## src/rtl/sec_rtc_pkg.sv

```systemverilog
package sec_rtc_pkg;

    localparam int BYTE_W      = 8;

    // register offsets
    localparam int OFS_CTRL    = 0;
    localparam int OFS_ALCTRL  = 1;
    localparam int OFS_WR0     = 2;
    localparam int OFS_RD0     = 6;
    localparam int OFS_ALV0    = 10;
    localparam int OFS_ALCLR   = 14;

    // bit positions
    localparam int RUN_BIT     = 7;
    localparam int AL_EN_BIT   = 1;
    localparam int AL_CLR_BIT  = 0;

    typedef enum logic {
        AL_IDLE    = 1'b0,
        AL_PENDING = 1'b1
    } alarm_state_e;

endpackage

```

## src/rtl/sec_rtc_regs.sv

```systemverilog
module sec_rtc_regs
    import sec_rtc_pkg::*;
#(
    parameter int ADDR_W = 4,
    parameter int NBYTES = 4
) (
    input  logic                     clk,
    input  logic                     rst_n,
    input  logic [ADDR_W-1:0]        bus_addr,
    input  logic [BYTE_W-1:0]        bus_wdata,
    input  logic                     bus_we,
    input  logic                     bus_re,
    input  logic [BYTE_W*NBYTES-1:0] cnt_q,
    output logic [BYTE_W-1:0]        bus_rdata,
    output logic                     run_en,
    output logic                     alarm_en,
    output logic [BYTE_W*NBYTES-1:0] alarm_val,
    output logic                     load_pulse,
    output logic [BYTE_W*NBYTES-1:0] load_val,
    output logic                     clr_pulse
);

    localparam int CW = BYTE_W * NBYTES;

    logic [BYTE_W-1:0] stage_q [1:NBYTES-1];
    logic [BYTE_W-1:0] alarm_b [0:NBYTES-1];

    logic wr_ctrl;
    logic wr_alctrl;

    assign wr_ctrl    = bus_we && (bus_addr == ADDR_W'(OFS_CTRL));
    assign wr_alctrl  = bus_we && (bus_addr == ADDR_W'(OFS_ALCTRL));
    assign load_pulse = bus_we && (bus_addr == ADDR_W'(OFS_WR0));
    assign clr_pulse  = bus_we && (bus_addr == ADDR_W'(OFS_ALCLR))
                        && bus_wdata[AL_CLR_BIT];

    // control bits
    always_ff @(posedge clk) begin
        if (!rst_n) begin
            run_en   <= 1'b0;
            alarm_en <= 1'b0;
        end else begin
            if (wr_ctrl)   run_en   <= bus_wdata[RUN_BIT];
            if (wr_alctrl) alarm_en <= bus_wdata[AL_EN_BIT];
        end
    end

    // staging bytes for the upper part of a new count
    for (genvar i = 1; i < NBYTES; i++) begin : g_stage
        always_ff @(posedge clk) begin
            if (!rst_n)
                stage_q[i] <= '0;
            else if (bus_we && (bus_addr == ADDR_W'(OFS_WR0 + i)))
                stage_q[i] <= bus_wdata;
        end
    end

    // alarm value bytes
    for (genvar i = 0; i < NBYTES; i++) begin : g_alarm
        always_ff @(posedge clk) begin
            if (!rst_n)
                alarm_b[i] <= '0;
            else if (bus_we && (bus_addr == ADDR_W'(OFS_ALV0 + i)))
                alarm_b[i] <= bus_wdata;
        end
    end

    // assemble wide values
    always_comb begin
        load_val = '0;
        load_val[BYTE_W-1:0] = bus_wdata;
        for (int i = 1; i < NBYTES; i++)
            load_val[BYTE_W*i +: BYTE_W] = stage_q[i];
    end

    always_comb begin
        alarm_val = '0;
        for (int i = 0; i < NBYTES; i++)
            alarm_val[BYTE_W*i +: BYTE_W] = alarm_b[i];
    end

    // read mux: live values, no snapshot
    always_comb begin
        bus_rdata = '0;
        if (bus_re) begin
            if (bus_addr == ADDR_W'(OFS_CTRL))
                bus_rdata[RUN_BIT] = run_en;
            if (bus_addr == ADDR_W'(OFS_ALCTRL))
                bus_rdata[AL_EN_BIT] = alarm_en;
            for (int i = 0; i < NBYTES; i++) begin
                if (bus_addr == ADDR_W'(OFS_RD0 + i))
                    bus_rdata = cnt_q[BYTE_W*i +: BYTE_W];
                if (bus_addr == ADDR_W'(OFS_ALV0 + i))
                    bus_rdata = alarm_b[i];
            end
        end
    end

    logic unused_cw;
    assign unused_cw = (CW == 0);

endmodule

```

## src/rtl/sec_rtc_counter.sv

```systemverilog
module sec_rtc_counter #(
    parameter int CW = 32
) (
    input  logic          clk,
    input  logic          rst_n,
    input  logic          tick_i,
    input  logic          run_en,
    input  logic          load_pulse,
    input  logic [CW-1:0] load_val,
    output logic [CW-1:0] cnt_q
);

    // a load wins over a tick in the same cycle
    always_ff @(posedge clk) begin
        if (!rst_n)
            cnt_q <= '0;
        else if (load_pulse)
            cnt_q <= load_val;
        else if (tick_i && run_en)
            cnt_q <= cnt_q + CW'(1);
    end

endmodule

```

## src/rtl/sec_rtc_alarm.sv

```systemverilog
module sec_rtc_alarm
    import sec_rtc_pkg::*;
#(
    parameter int CW = 32
) (
    input  logic          clk,
    input  logic          rst_n,
    input  logic          tick_i,
    input  logic          alarm_en,
    input  logic [CW-1:0] cnt_q,
    input  logic [CW-1:0] alarm_val,
    input  logic          clr_pulse,
    output logic          irq_o
);

    alarm_state_e state_q, state_d;
    logic         hit;

    assign hit = tick_i && alarm_en && (cnt_q == alarm_val);

    // state register
    always_ff @(posedge clk) begin
        if (!rst_n)
            state_q <= AL_IDLE;
        else
            state_q <= state_d;
    end

    // transitions: hit sets, clear releases unless a new hit arrives
    always_comb begin
        state_d = state_q;
        unique case (state_q)
            AL_IDLE:    if (hit)                    state_d = AL_PENDING;
            AL_PENDING: if (clr_pulse && !hit)      state_d = AL_IDLE;
            default:                                state_d = AL_IDLE;
        endcase
    end

    // outputs
    always_comb begin
        irq_o = 1'b0;
        unique case (state_q)
            AL_IDLE:    irq_o = 1'b0;
            AL_PENDING: irq_o = 1'b1;
            default:    irq_o = 1'b0;
        endcase
    end

endmodule

```

## src/rtl/sec_rtc.sv

```systemverilog
module sec_rtc
    import sec_rtc_pkg::*;
#(
    parameter int ADDR_W = 4,
    parameter int NBYTES = 4
) (
    input  logic              clk,
    input  logic              rst_n,
    input  logic              tick_i,
    input  logic [ADDR_W-1:0] bus_addr,
    input  logic [7:0]        bus_wdata,
    input  logic              bus_we,
    input  logic              bus_re,
    output logic [7:0]        bus_rdata,
    output logic              alarm_irq_o
);

    localparam int CW = BYTE_W * NBYTES;

    logic [CW-1:0] cnt_q;
    logic [CW-1:0] alarm_val;
    logic [CW-1:0] load_val;
    logic          run_en;
    logic          alarm_en;
    logic          load_pulse;
    logic          clr_pulse;

    sec_rtc_regs #(.ADDR_W(ADDR_W), .NBYTES(NBYTES)) regs_i (
        .clk        (clk),
        .rst_n      (rst_n),
        .bus_addr   (bus_addr),
        .bus_wdata  (bus_wdata),
        .bus_we     (bus_we),
        .bus_re     (bus_re),
        .cnt_q      (cnt_q),
        .bus_rdata  (bus_rdata),
        .run_en     (run_en),
        .alarm_en   (alarm_en),
        .alarm_val  (alarm_val),
        .load_pulse (load_pulse),
        .load_val   (load_val),
        .clr_pulse  (clr_pulse)
    );

    sec_rtc_counter #(.CW(CW)) cnt_i (
        .clk        (clk),
        .rst_n      (rst_n),
        .tick_i     (tick_i),
        .run_en     (run_en),
        .load_pulse (load_pulse),
        .load_val   (load_val),
        .cnt_q      (cnt_q)
    );

    sec_rtc_alarm #(.CW(CW)) alarm_i (
        .clk        (clk),
        .rst_n      (rst_n),
        .tick_i     (tick_i),
        .alarm_en   (alarm_en),
        .cnt_q      (cnt_q),
        .alarm_val  (alarm_val),
        .clr_pulse  (clr_pulse),
        .irq_o      (alarm_irq_o)
    );

endmodule

```

## config.mk

```make
export PLATFORM = sky130hd
export DESIGN_NAME = sec_rtc
export DESIGN_NICKNAME = d
export VERILOG_FILES = /design/src/rtl/sec_rtc_pkg.sv /design/src/rtl/sec_rtc_regs.sv /design/src/rtl/sec_rtc_counter.sv /design/src/rtl/sec_rtc_alarm.sv /design/src/rtl/sec_rtc.sv
export SDC_FILE = /design/constraint.sdc
export NUM_CORES = 1
export LEC_CHECK = 0
export BUFFER_PORTS_ARGS = -buffer_cell sky130_fd_sc_hd__buf_2
export CAP_MARGIN = 40
export CORE_MARGIN = 2
export CORE_UTILIZATION = 55
export CTS_CLUSTER_SIZE = 25
export DETAILED_ROUTE_END_ITERATION = 12
export PLACE_DENSITY_LB_ADDON = 0.05
export SLEW_MARGIN = 25
export SYNTH_ARGS = -nofsm -noshare
export SYNTH_HDL_FRONTEND = slang
export SYNTH_SLANG_ARGS = --single-unit
```

## constraint.sdc

```tcl
create_clock -name clk -period 3.36 [get_ports clk]
set_input_delay 0.672 -clock clk [delete_from_list [all_inputs] [get_ports clk]]
set_output_delay 0.672 -clock clk [all_outputs]
set_load 0.05 [all_outputs]
```

## Yosys cells after proc, flatten, opt, wreduce, memory -nomap -nowiden

Memory sizes are Yosys's and may differ from the RTL's.
Cells that the tools add are included.

| operators by class | value |
|---|---|
| add/subtract/negate cells | 1 |
| eq/ne operators | 15 |
| multiplexer cells | 46 |
| bitwise operators | 8 |
| reductions and logical operators | 19 |

Operator list:

| cell | count |
|---|---|
| $mux 8 | 16 |
| $mux 32 | 2 |
| $add 32x1->32 const B | 1 |
| $eq 32x32->1 | 1 |
| $eq 4x4->1 const B | 7 |
| $mux 1 | 26 |
| $eq 4x3->1 const B | 4 |
| $logic_and 1x1->1 | 16 |
| $eq 4x2->1 const B | 2 |
| $or 1x1->1 | 7 |
| $eq 4x1->1 const B | 1 |
| $logic_not 4->1 | 1 |
| $pmux 1 s2 | 2 |
| $reduce_bool 2->1 | 1 |
| $logic_not 1->1 | 1 |
| $not 1->1 | 1 |

| storage, ports and cells | value |
|---|---|
| register bits after elaboration | 35 |
| memory bits (writable) | 56 |
| output and inout port bits | 9 |
| word-level logic and storage cells | 95 |
| memories kept | 2 |

Memory list:

| name | depth | bits a word | rd ports | clocked after Yosys merged registers in | write ports | RTL line | text |
|---|---|---|---|---|---|---|---|
| regs_i.alarm_b | 4 | 8 | 4 | 0 | 4 | sec_rtc_regs.sv:26 | `logic [BYTE_W-1:0] alarm_b [0:NBYTES-1];` |
| regs_i.stage_q | 3 | 8 | 3 | 0 | 3 | sec_rtc_regs.sv:25 | `logic [BYTE_W-1:0] stage_q [1:NBYTES-1];` |

## Depth between registers and ports, before layout

Gate-level depths: netlist of run 1.

| logic depth | value |
|---|---|
| depth after elaboration | 11 |
| mapped depth | 7 |

## Cells and area by module

Synthesis of run 1 repeated with hierarchy kept, for this count alone.

| second synthesis, totals | value |
|---|---|
| cells, all modules | 570 |
| area total of the unflattened synthesis | 5487.8 um2 |

Modules (own cells, without submodules):

| module | times used | cells an instance | area each (um2) |
|---|---|---|---|
| sec_rtc_regs | 1 | 293 | 3298.2 |
| sec_rtc_counter | 1 | 230 | 1808.0 |
| sec_rtc_alarm | 1 | 47 | 381.6 |

## Least setup slack after synthesis of run 1

No wires, ideal clock.

| timing | value |
|---|---|
| kind | input to output |
| start point | in bus_addr[3] |
| end point | out bus_rdata[6] |
| arrival time | 4166 ps |
| required time | 2688 ps |
| path slack | -1478 ps |
| cell stages on the path | 7 |
| path buffers | 2 |
| cells stage by stage | clkbuf_1 nor2b_1 clkbuf_1 a22oi_1 a21oi_1 nor2_1 a2111oi_0 |

| on the way | value |
|---|---|
| word-level cells in the longest chain between the ends | 10 |
| elaborated cells between the ends (all ways) | 17 |

RTL lines:

| what | RTL line | text |
|---|---|---|
| start, declared | sec_rtc.sv:10 | `input logic [ADDR_W-1:0] bus_addr,` |
| $eq 4x3->1 | sec_rtc_regs.sv:91 | `if (bus_addr == ADDR_W'(OFS_RD0 + i))` |
| $mux 8 | sec_rtc_regs.sv:91 |  |
| $mux 8 | sec_rtc_regs.sv:93 | `if (bus_addr == ADDR_W'(OFS_ALV0 + i))` |
| $mux 8 | sec_rtc_regs.sv:91 |  |
| $mux 8 | sec_rtc_regs.sv:93 |  |
| $mux 8 | sec_rtc_regs.sv:91 |  |
| $mux 8 | sec_rtc_regs.sv:93 |  |
| $mux 8 | sec_rtc_regs.sv:91 |  |
| $mux 8 * | sec_rtc_regs.sv:93 |  |
| $mux 8 * | sec_rtc_regs.sv:85 | `if (bus_re) begin` |
| end, declared | sec_rtc.sv:14 | `output logic [7:0] bus_rdata,` |

Mark *: on every way between the ends. The rest lies on a longest branch, timed or not.

## Worst setup path in the final report of run 1

| timing | value |
|---|---|
| start point | in bus_addr[2] |
| end point | out bus_rdata[7] |

| on the way | value |
|---|---|
| word-level cells in the longest chain between the ends | 11 |
| elaborated cells between the ends (all ways) | 19 |

RTL lines:

| what | RTL line | text |
|---|---|---|
| $logic_not 4->1 | sec_rtc_regs.sv:86 | `if (bus_addr == ADDR_W'(OFS_CTRL))` |
| $mux 1 | sec_rtc_regs.sv:86 |  |
| $mux 8 | sec_rtc_regs.sv:91 |  |
| $mux 8 | sec_rtc_regs.sv:93 |  |
| $mux 8 | sec_rtc_regs.sv:91 |  |
| $mux 8 | sec_rtc_regs.sv:93 |  |
| $mux 8 | sec_rtc_regs.sv:91 |  |
| $mux 8 | sec_rtc_regs.sv:93 |  |
| $mux 8 | sec_rtc_regs.sv:91 |  |
| $mux 8 * | sec_rtc_regs.sv:93 |  |
| $mux 8 * | sec_rtc_regs.sv:85 |  |

Marked as above.

==> flow_summary_export.csv, run 1 <==
group,metric,value,unit
place,placedCellCount,681,
setup_path,cp_slowest_cell,"nor2b_1",
setup_path,end_kind,"primary output",
worst_hold_path,holdPathStages,2,
die,num_rows,35,
timing,rsz0062_at_grt,"false",
power_and_ir_drop,p_clk_frac,0.350,
route,route.antenna.remaining_nets,0,
run,drv_cap,0,
timing,drv_slew,0,
clock_tree,htree_levels,3,
power_and_ir_drop,ir_worst_vdd,254,uV
setup_path,critPathKind,"in2out",
global_route,overflow,0,
clock_tree,cts.sinks,91,
layout,final_common_cell,"and2_1",
power_and_ir_drop,switching_share,0.282,
setup_path,crit_cells,7,
clock_tree,root_buffer,"clkbuf_8",
route,postRouteWirelength,16.1,mm
synthesis,ys_types,49,
route,drt_pass1_iterations,5,
synthesis,syn_avg_cell_area,9.59,sq um
setup_path,crit_path_max_incr_delay,0.57,ns
setup_path,rr_worst_depth,5,
synthesis,synthCells,545,
setup_path,cp_data_required_time,2.69,ns
die,initial_core_util,0.566,
setup_path,crit_buf_inv,2,
clock_tree,cts_setup_buffers,0,
timing,tightestPinTransition,0.811,ns
synthesis,ys_warn_count,0,
setup_path,path_max_fanout,9,
setup_path,start_kind,"input port",
clock_tree,cts_buffers,9,
layout,antenna_cells,0,
global_route,grt_pass1_vias,4243,
place,gp_congestion,1.04,
synthesis,netlist_area,0.00523,sq mm
clock_tree,insertion_delay,0.36,ns
clock_tree,cts_hold_buf,0,
layout,mostFrequentLayoutCells,"and2_1 (63), edfxtp_1 (56), xnor2_1 (48)",
synthesis,syn_nets,563,
timing,setup_ws,0.155,ns
timing,clock_skew,0.0134,ns
timing,period_share,0.954,
route,wl_per_cell,23.0,um
timing,relSlewSlack,0.455,
global_route,grt_pass1_wl,24.7,mm
die,die_y,102,um
clock_tree,cts_tree,"yes",
place,io_buffers,25,
route,viasPerCell,6.31,
power_and_ir_drop,power.share.sequential,0.539,
synthesis,synth_edf_count,56,
global_route,grtUsageTotal,0.326,
synthesis,synth_seq_cells,91,
die,coreArea,0.00924,sq mm
timing,tns,0,ns
worst_hold_path,hold_path.class,"reg2reg",
route,drcViolationCount,0,
die,ios,26,
global_route,grt_antenna_before_repair,0,
power_and_ir_drop,p_switching,670,uW
clock_tree,cts_resized,0,
synthesis,yosysSeqAreaShare,0.456,
route,vias,4404,
place,pre_cts_ws,0.232,ns
power_and_ir_drop,leakagePower,0.00190,uW
setup_path,path_cells,"buf_2, nor2b_1, a21oi_1, a211oi_1, o21ai_1, a21oi_1, buf_2",
place,dp_hpwl,11.5,mm
clock_tree,clkTransAtPathRegs,0.09,ns
layout,drive_gt1_frac,0.123,
outcome,status,"completed",
global_route,grt_start_max_net_pins,58,
synthesis,async_flop_share,0,
timing,hold_viol_final,0,
power_and_ir_drop,power.density,411,mW/mm^2
setup_path,crit_family,"compound AO/OA/AOI/OAI gates",
timing,layout_min_cycle_time,3.21,ns
layout,syn2layout_area_growth,10.3,%
timing,timing.fmax,0.312,GHz
timing,finalSetupViolCount,0,
die,die_w,102,um
power_and_ir_drop,p_comb_frac,0.112,
setup_path,crit_arrival,2.53,ns
layout,fin_cells,698,
die,die-area,0.0103,sq mm
synthesis,synthFlopType,"edfxtp_1",
clock_tree,cts_buffer_depth,2,
route,drtIter0Drc,349,
layout,final_nets,582,
power_and_ir_drop,intPower,1700,uW
[stage by stage]
stage	hold WS, ns	area, sq um	util	total power (uW)
after floorplan	0.445	5290	-	1450
after global placement	0.466	5550	0.601	1560
after detailed placement	0.476	5550	0.601	1560
after global routing	0.531	5770	0.624	2430
after CTS	0.497	5760	0.624	2370
final	0.499	5770	0.624	2370
[final cells by class]
cell class,count,area [sq um]
Multi-Input combinational cell,416,2750
Inverter,6,22.5
Sequential cell,91,2380
Clock buffer,10,138
Fill cell,835,3470
Timing Repair Buffer,40,235
Tap cell,129,161
Clock inverter,6,76.3
[synth_stat cells, types with 9 or more instances]
cell type  number  area share
xor2_1         14       0.023
xnor2_1        48       0.080
a211oi_1       14       0.020
nand2b_1        9       0.011
dfxtp_1        35        0.13
nand2_1        37       0.027
nand4_1        16       0.019
o21ai_1        10      0.0096
nor2b_1        11       0.013
a21oi_1        30       0.029
o21ai_0        25       0.024
nor2_1         29       0.021
clkbuf_1       28       0.020
nand3_1        25       0.024
and2_1         63       0.075
edfxtp_1       56        0.32
[final timing paths]
| check | end | slack, ns | start |
|---|---|---|---|
| max | bus_rdata[7] | 0.15 | bus_addr[2] |
| min | regs_i.alarm_en | 0.50 | regs_i.alarm_en |
| max reg2reg | cnt_i.cnt_q[25] | 0.97 | cnt_i.cnt_q[10] |
| min reg2reg | regs_i.alarm_en | 0.50 | regs_i.alarm_en |
[kinds of logic (layout without fill, tap and decap cells)]
| logic type | after synthesis | in the layout | share of synthesized area |
|---|---|---|---|
| multiplexers | 6 | 6 | 0.0117 |
| adder cells (fa/ha/maj) | 1 | 1 | 0.00239 |
| AO/OA/AOI/OAI | 114 | 114 | 0.138 |
| buffers and inverters | 38 | 62 | 0.0285 |
| flip-flops | 91 | 91 | 0.456 |
| XOR/XNOR | 62 | 62 | 0.104 |
| AND/OR/NAND/NOR | 233 | 233 | 0.260 |
[sequential cells by signal (all words and copies together) (netlist names)]
register	count
regs_i.run_en	1
alarm_i.state_q	1
cnt_i.cnt_q	32
regs_i.alarm_b	32
regs_i.alarm_en	1
regs_i.stage_q	24
[worst min-delay path, cell delays in order (launching register included)]
cell and delay (ns):
dfxtp_1 0.33, nand2_1 0.06, a21oi_1 0.06
[power groups by stage]
| stage | registers [uW] | clock network [uW] | logic [uW] |
|---|---|---|---|
| final | 1280 | 829 | 265 |
| after global routing | 1280 | 865 | 281 |
| after CTS | 1280 | 829 | 260 |
| after detailed placement | 1300 | 0 | 258 |
| after global placement | 1300 | 0 | 259 |
| after floorplan | 1280 | 0 | 172 |
[metal layers]
metal | up-vias | part of all wire | track usage
met2 | 220 | 0.44 | 0.479
met5 | - | 0 | 0
met1 | 2129 | 0.45 | 0.484
met4 | 0 | 0.037 | 0.131
met3 | 46 | 0.076 | 0.0490
li1 | 2009 | - | -
Power figures use the tool's default switching activity.
==> run 2, diff against run 1 <==
--- a/constraint.sdc
+++ b/constraint.sdc
@@ -3,2 +3,2 @@
 set_output_delay 0.672 -clock clk [all_outputs]
-set_load 0.05 [all_outputs]
+set_load 0.1 [all_outputs]
==> flow_summary_export.csv, run 2 (synthesis results as in run 1) <==
group,metric,value,unit
layout,final_nets,585,
global_route,grt_antenna_before_repair,0,
power_and_ir_drop,ir_worst_vdd,236,uV
die,die_w,102,um
layout,syn2layout_area_growth,12.1,%
layout,top_regs,"cnt_i.cnt_q (32), regs_i.alarm_b (32), regs_i.stage_q (24)",
global_route,grt_pass1_wl,23.6,mm
clock_tree,htree_levels,3,
setup_path,rr_worst_depth,5,
worst_hold_path,hold_path.class,"reg2reg",
power_and_ir_drop,p_comb_frac,0.130,
setup_path,crit_arrival,2.57,ns
layout,design_area,0.00586,sq mm
die,die_y,102,um
clock_tree,cts.sinks,91,
clock_tree,clkTransAtPathRegs,0.10,ns
place,pre_cts_ws,0.186,ns
timing,timing.fmax,0.308,GHz
layout,mostFrequentLayoutCells,"and2_1 (63), edfxtp_1 (56), xnor2_1 (48)",
setup_path,critPathKind,"in2out",
power_and_ir_drop,switching_share,0.283,
clock_tree,cts_resized,0,
timing,hold_viol_final,0,
timing,hold-worst-slack,0.501,ns
power_and_ir_drop,p_clk_frac,0.329,
place,io_buffers,25,
timing,period_share,0.966,
outcome,status,"completed",
timing,relSlewSlack,0.513,
setup_path,crit_buf_inv,2,
clock_tree,cts_setup_buffers,0,
layout,drive_gt1_frac,0.131,
setup_path,crit_path_max_incr_delay,0.63,ns
route,drt_pass1_iterations,5,
clock_tree,cts_hold_buf,0,
worst_hold_path,holdPathStages,2,
setup_path,path_max_fanout,25,
timing,finalSetupViolCount,0,
timing,drv_slew,0,
place,gp_congestion,1.06,
timing,rsz0062_at_grt,"false",
setup_path,start_kind,"input port",
die,num_rows,35,
power_and_ir_drop,power.density,402,mW/mm^2
timing,layout_min_cycle_time,3.25,ns
route,vias,4299,
die,die-area,0.0103,sq mm
global_route,grt_start_max_net_pins,58,
power_and_ir_drop,power.share.sequential,0.541,
global_route,overflow,0,
setup_path,ff2ff_setup_slack,1.05,ns
route,drcViolationCount,0,
die,coreArea,0.00924,sq mm
setup_path,r2r_end,"cnt_i.cnt_q[20]",
route,postRouteWirelength,15.3,mm
layout,final_common_cell,"and2_1",
route,wl_per_cell,21.8,um
die,ios,26,
route,drtIter0Drc,377,
setup_path,cp_data_required_time,2.69,ns
power_and_ir_drop,intPower,1690,uW
layout,antenna_cells,0,
place,placed_area,0.00566,sq mm
timing,setup_ws,0.114,ns
power_and_ir_drop,p_switching,666,uW
clock_tree,cts_tree,"yes",
route,route.antenna.remaining_nets,0,
global_route,grt_pass1_vias,4052,
timing,tightestPinTransition,0.728,ns
timing,clock_skew,0.0180,ns
setup_path,path_cells,"buf_2, nor2_1, nand2_1, mux2i_1, a22o_1, a22o_1, buf_2",
global_route,grtUsageTotal,0.316,
worst_hold_path,holdPathEnd,"alarm_i.state_q",
clock_tree,cts_buffers,9,
setup_path,end_kind,"primary output",
setup_path,crit_family,"simple AND/OR/NAND/NOR gates",
route,viasPerCell,6.13,
worst_hold_path,min_from,"alarm_i.state_q",
setup_path,r2r_start,"cnt_i.cnt_q[9]",
clock_tree,insertion_delay,0.37,ns
run,drv_cap,0,
power_and_ir_drop,leakagePower,0.00193,uW
clock_tree,cts_buffer_depth,2,
place,dp_hpwl,11.2,mm
die,initial_core_util,0.566,
clock_tree,root_buffer,"clkbuf_8",
setup_path,cp_slowest_cell,"nor2_1",
run 2: cell types whose count changed in the layout (fill, tap and decap cells not counted), moves of 2 or more:
cell	before	now
inv_6	4	1
a21oi_2	0	2
buf_4	14	17
buf_2	25	21
a21oi_1	30	28
buf_12	0	5
run 2: worst max path at each step:
| stage | startpoint | endpoint | slack (ns) | cells after the start |
|---|---|---|---|---|
| 5_1_grt | bus_addr[3] | bus_rdata[2] | 0.05 | 7 |
| 4_1_cts | bus_addr[0] | bus_rdata[5] | 0.18 | 7 |
| 3_3_place_gp | bus_addr[0] | bus_rdata[0] | 0.22 | 7 |
| 2_1_floorplan | bus_addr[3] | bus_rdata[6] | -0.02 | 7 |
| 3_5_place_dp | bus_addr[0] | bus_rdata[5] | 0.19 | 7 |
| 6_report | bus_addr[0] | bus_rdata[5] | 0.11 | 7 |
run 2: metrics by stage:
stage / power [uW] / std cells / utilization / TNS [ns]
after floorplan: 1480 / 545 / - / -0.0195
after global placement: 1600 / 684 / 0.612 / 0
after detailed placement: 1600 / 684 / 0.612 / 0
after CTS: 2350 / 700 / 0.634 / 0
after global routing: 2430 / 701 / 0.634 / 0
final: 2360 / 701 / 0.634 / 0
run 2: layer usage:
layer  wire [um]  up-vias  global-route usage  part of all wire
met1        6720     2056               0.436              0.44
met2        7010      188               0.495              0.46
li1            -     2018                   -                 -
met4         561        0               0.133             0.037
met5           0        -                   0                 0
met3        1020       37              0.0497             0.067
run 2: power by group through the flow:
stage / Sequential [uW] / Combinational, uW / Clock, uW
finish: 1280 / 305 / 775
CTS: 1270 / 302 / 772
detailed placement: 1300 / 301 / 0
floorplan: 1280 / 197 / 0
global route: 1280 / 325 / 821
global placement: 1300 / 298 / 0
run 2: area by class of cell:
type | count | area, sq um
Clock buffer | 10 | 128
Clock inverter | 6 | 70.1
Fill cell | 780 | 3380
Inverter | 6 | 22.5
Multi-Input combinational cell | 416 | 2760
Sequential cell | 91 | 2380
Tap cell | 129 | 161
Timing Repair Buffer | 43 | 333
run 2: worst reg2reg max path, delay by kind of cell, from the launching register on:
family / cells / cell delay [ns]
and+or+nand+nor: 3 / 1.42
DFF: 1 / 0.52
xor gates and xnor gates: 1 / 0.17
AOI/OAI and AO/OA: 1 / 0.09
==> run 3, diff against run 2 <==
- RECOVER_POWER: default -> 50
==> flow_summary_export.csv, run 3 (synthesis results as in run 1) <==
group,metric,value,unit
outcome,status,"completed",
setup_path,crit_family,"simple AND/OR/NAND/NOR gates",
route,postRouteWirelength,15.3,mm
layout,drive_gt1_frac,0.117,
global_route,grt_use_met2,0.495,
die,die_y,102,um
layout,fill_cells,788,
die,ios,26,
setup_path,cp_data_required_time,2.69,ns
timing,period_share,0.966,
timing,rsz0062_at_grt,"false",
setup_path,end_kind,"primary output",
timing,hold_viol_final,0,
global_route,grtUsageTotal,0.316,
global_route,grt_start_max_net_pins,58,
layout,antenna_cells,0,
route,drt_pass1_iterations,5,
global_route,use_met3,0.0497,
die,die-area,0.0103,sq mm
timing,timing.fmax,0.308,GHz
clock_tree,cts_buffers,9,
global_route,met1_usage,0.436,
setup_path,crit_arrival,2.57,ns
timing,drv_slew,0,
setup_path,start_kind,"input port",
global_route,overflow,0,
clock_tree,insertion_delay,0.36,ns
route,drtIter0Drc,359,
route,drcViolationCount,0,
layout,final_common_cell,"edfxtp_1",
run,drv_cap,0,
timing,clock_skew,0.0141,ns
layout,seq_area,0.00238,sq mm
layout,multi_input_area,0.00276,sq mm
clock_tree,clkTransAtPathRegs,0.09,ns
layout,syn2layout_area_growth,11.6,%
layout,final_nets,585,
setup_path,crit_buf_inv,2,
layout,mostFrequentLayoutCells,"edfxtp_1 (56), xnor2_1 (48), and2_1 (45)",
place,gp_congestion,1.06,
place,placed_area,0.00566,sq mm
die,num_rows,35,
power_and_ir_drop,power.density,402,mW/mm^2
route,route.antenna.remaining_nets,0,
route,wl_per_cell,21.8,um
setup_path,path_cells,"buf_2, nor2_1, nand2_1, mux2i_1, a22o_1, a22o_1, buf_2",
worst_hold_path,holdPathEnd,"alarm_i.state_q",
timing,relSlewSlack,0.225,
setup_path,r2r_start,"cnt_i.cnt_q[9]",
setup_path,path_max_fanout,25,
global_route,grt_pass1_wl,23.6,mm
die,coreArea,0.00924,sq mm
clock_tree,cts_tree,"yes",
setup_path,crit_path_max_incr_delay,0.63,ns
clock_tree,cts_setup_buffers,0,
layout,design_area,0.00584,sq mm
die,initial_core_util,0.566,
clock_tree,cts.sinks,91,
setup_path,r2r_end,"cnt_i.cnt_q[20]",
power_and_ir_drop,power.total,2350,uW
global_route,grt_pass1_vias,4052,
setup_path,cp_slowest_cell,"nor2_1",
clock_tree,root_buffer,"clkbuf_8",
worst_hold_path,min_from,"alarm_i.state_q",
setup_path,critPathKind,"in2out",
timing,hold-worst-slack,0.501,ns
route,viasPerCell,6.11,
power_and_ir_drop,leakagePower,0.00188,uW
route,vias,4285,
timing,layout_min_cycle_time,3.25,ns
timing,finalSetupViolCount,0,
place,io_buffers,25,
clock_tree,cts_hold_buf,0,
place,pre_cts_ws,0.186,ns
layout,top_regs,"cnt_i.cnt_q (32), regs_i.alarm_b (32), regs_i.stage_q (24)",
setup_path,ff2ff_setup_slack,1.02,ns
global_route,grt_antenna_before_repair,0,
clock_tree,htree_levels,3,
power_and_ir_drop,ir_worst_vdd,237,uV
timing,tightestPinTransition,1.17,ns
clock_tree,cts_buffer_depth,2,
setup_path,rr_worst_depth,5,
worst_hold_path,hold_path.class,"reg2reg",
place,dp_hpwl,11.2,mm
clock_tree,cts_resized,0,
worst_hold_path,holdPathStages,2,
global_route,top_usage_layer,"met2",
die,die_w,102,um
timing,setup_ws,0.114,ns
## run 3: cell count changes in the layout (fill, tap and decap cells not counted), sizes merged
cell,before,now
clkbuf,10,19
buf,43,34
## run 3: routing by layer
layer / vias to the layer above / part of all wire / wire length [um]
met5: - / 0 / 0
met4: 0 / 0.035 / 535
met3: 35 / 0.069 / 1050
met2: 181 / 0.46 / 7040
met1: 2050 / 0.43 / 6630
li1: 2019 / - / -
## run 3: metrics by stage
step / utilization / setup TNS (ns) / instances
after global routing: 0.632 / 0 / 701
final: 0.632 / 0 / 701
after CTS: 0.634 / 0 / 700
after detailed placement: 0.612 / 0 / 684
after global placement: 0.612 / 0 / 684
after floorplan: - / -0.0195 / 545
## run 3: worst max-delay path by stage
stage / from / endpoint / slack [ns] / depth (start not counted)
after floorplan: bus_addr[3] / bus_rdata[6] / -0.02 / 7
after detailed placement: bus_addr[0] / bus_rdata[5] / 0.19 / 7
final: bus_addr[0] / bus_rdata[5] / 0.11 / 7
after global placement: bus_addr[0] / bus_rdata[0] / 0.22 / 7
after global routing: bus_addr[2] / bus_rdata[7] / 0.03 / 9
after CTS: bus_addr[0] / bus_rdata[5] / 0.18 / 7
## run 3: cell type report
class,instances,share of cell area
flip-flops and latches,91,0.408
clock inverters,6,0.0120
multi-input cells,416,0.474
repair buffers,43,0.0527
clock buffers,10,0.0219
well taps,129,0.0277
inverters,6,0.00386
## run 3: worst register-to-register path: stages, from the launching register on
cell and delay [ns]:
dfxtp_1 0.52, nand4_2 0.21, or4_1 0.82, nor4_2 0.38
xnor2_1 0.18, a21oi_1 0.09
## run 3: where the power goes
part	internal, uW	switching [uW]
Combinational	101	202
Clock	353	417
Sequential	1230	42.5
Total	1690	661
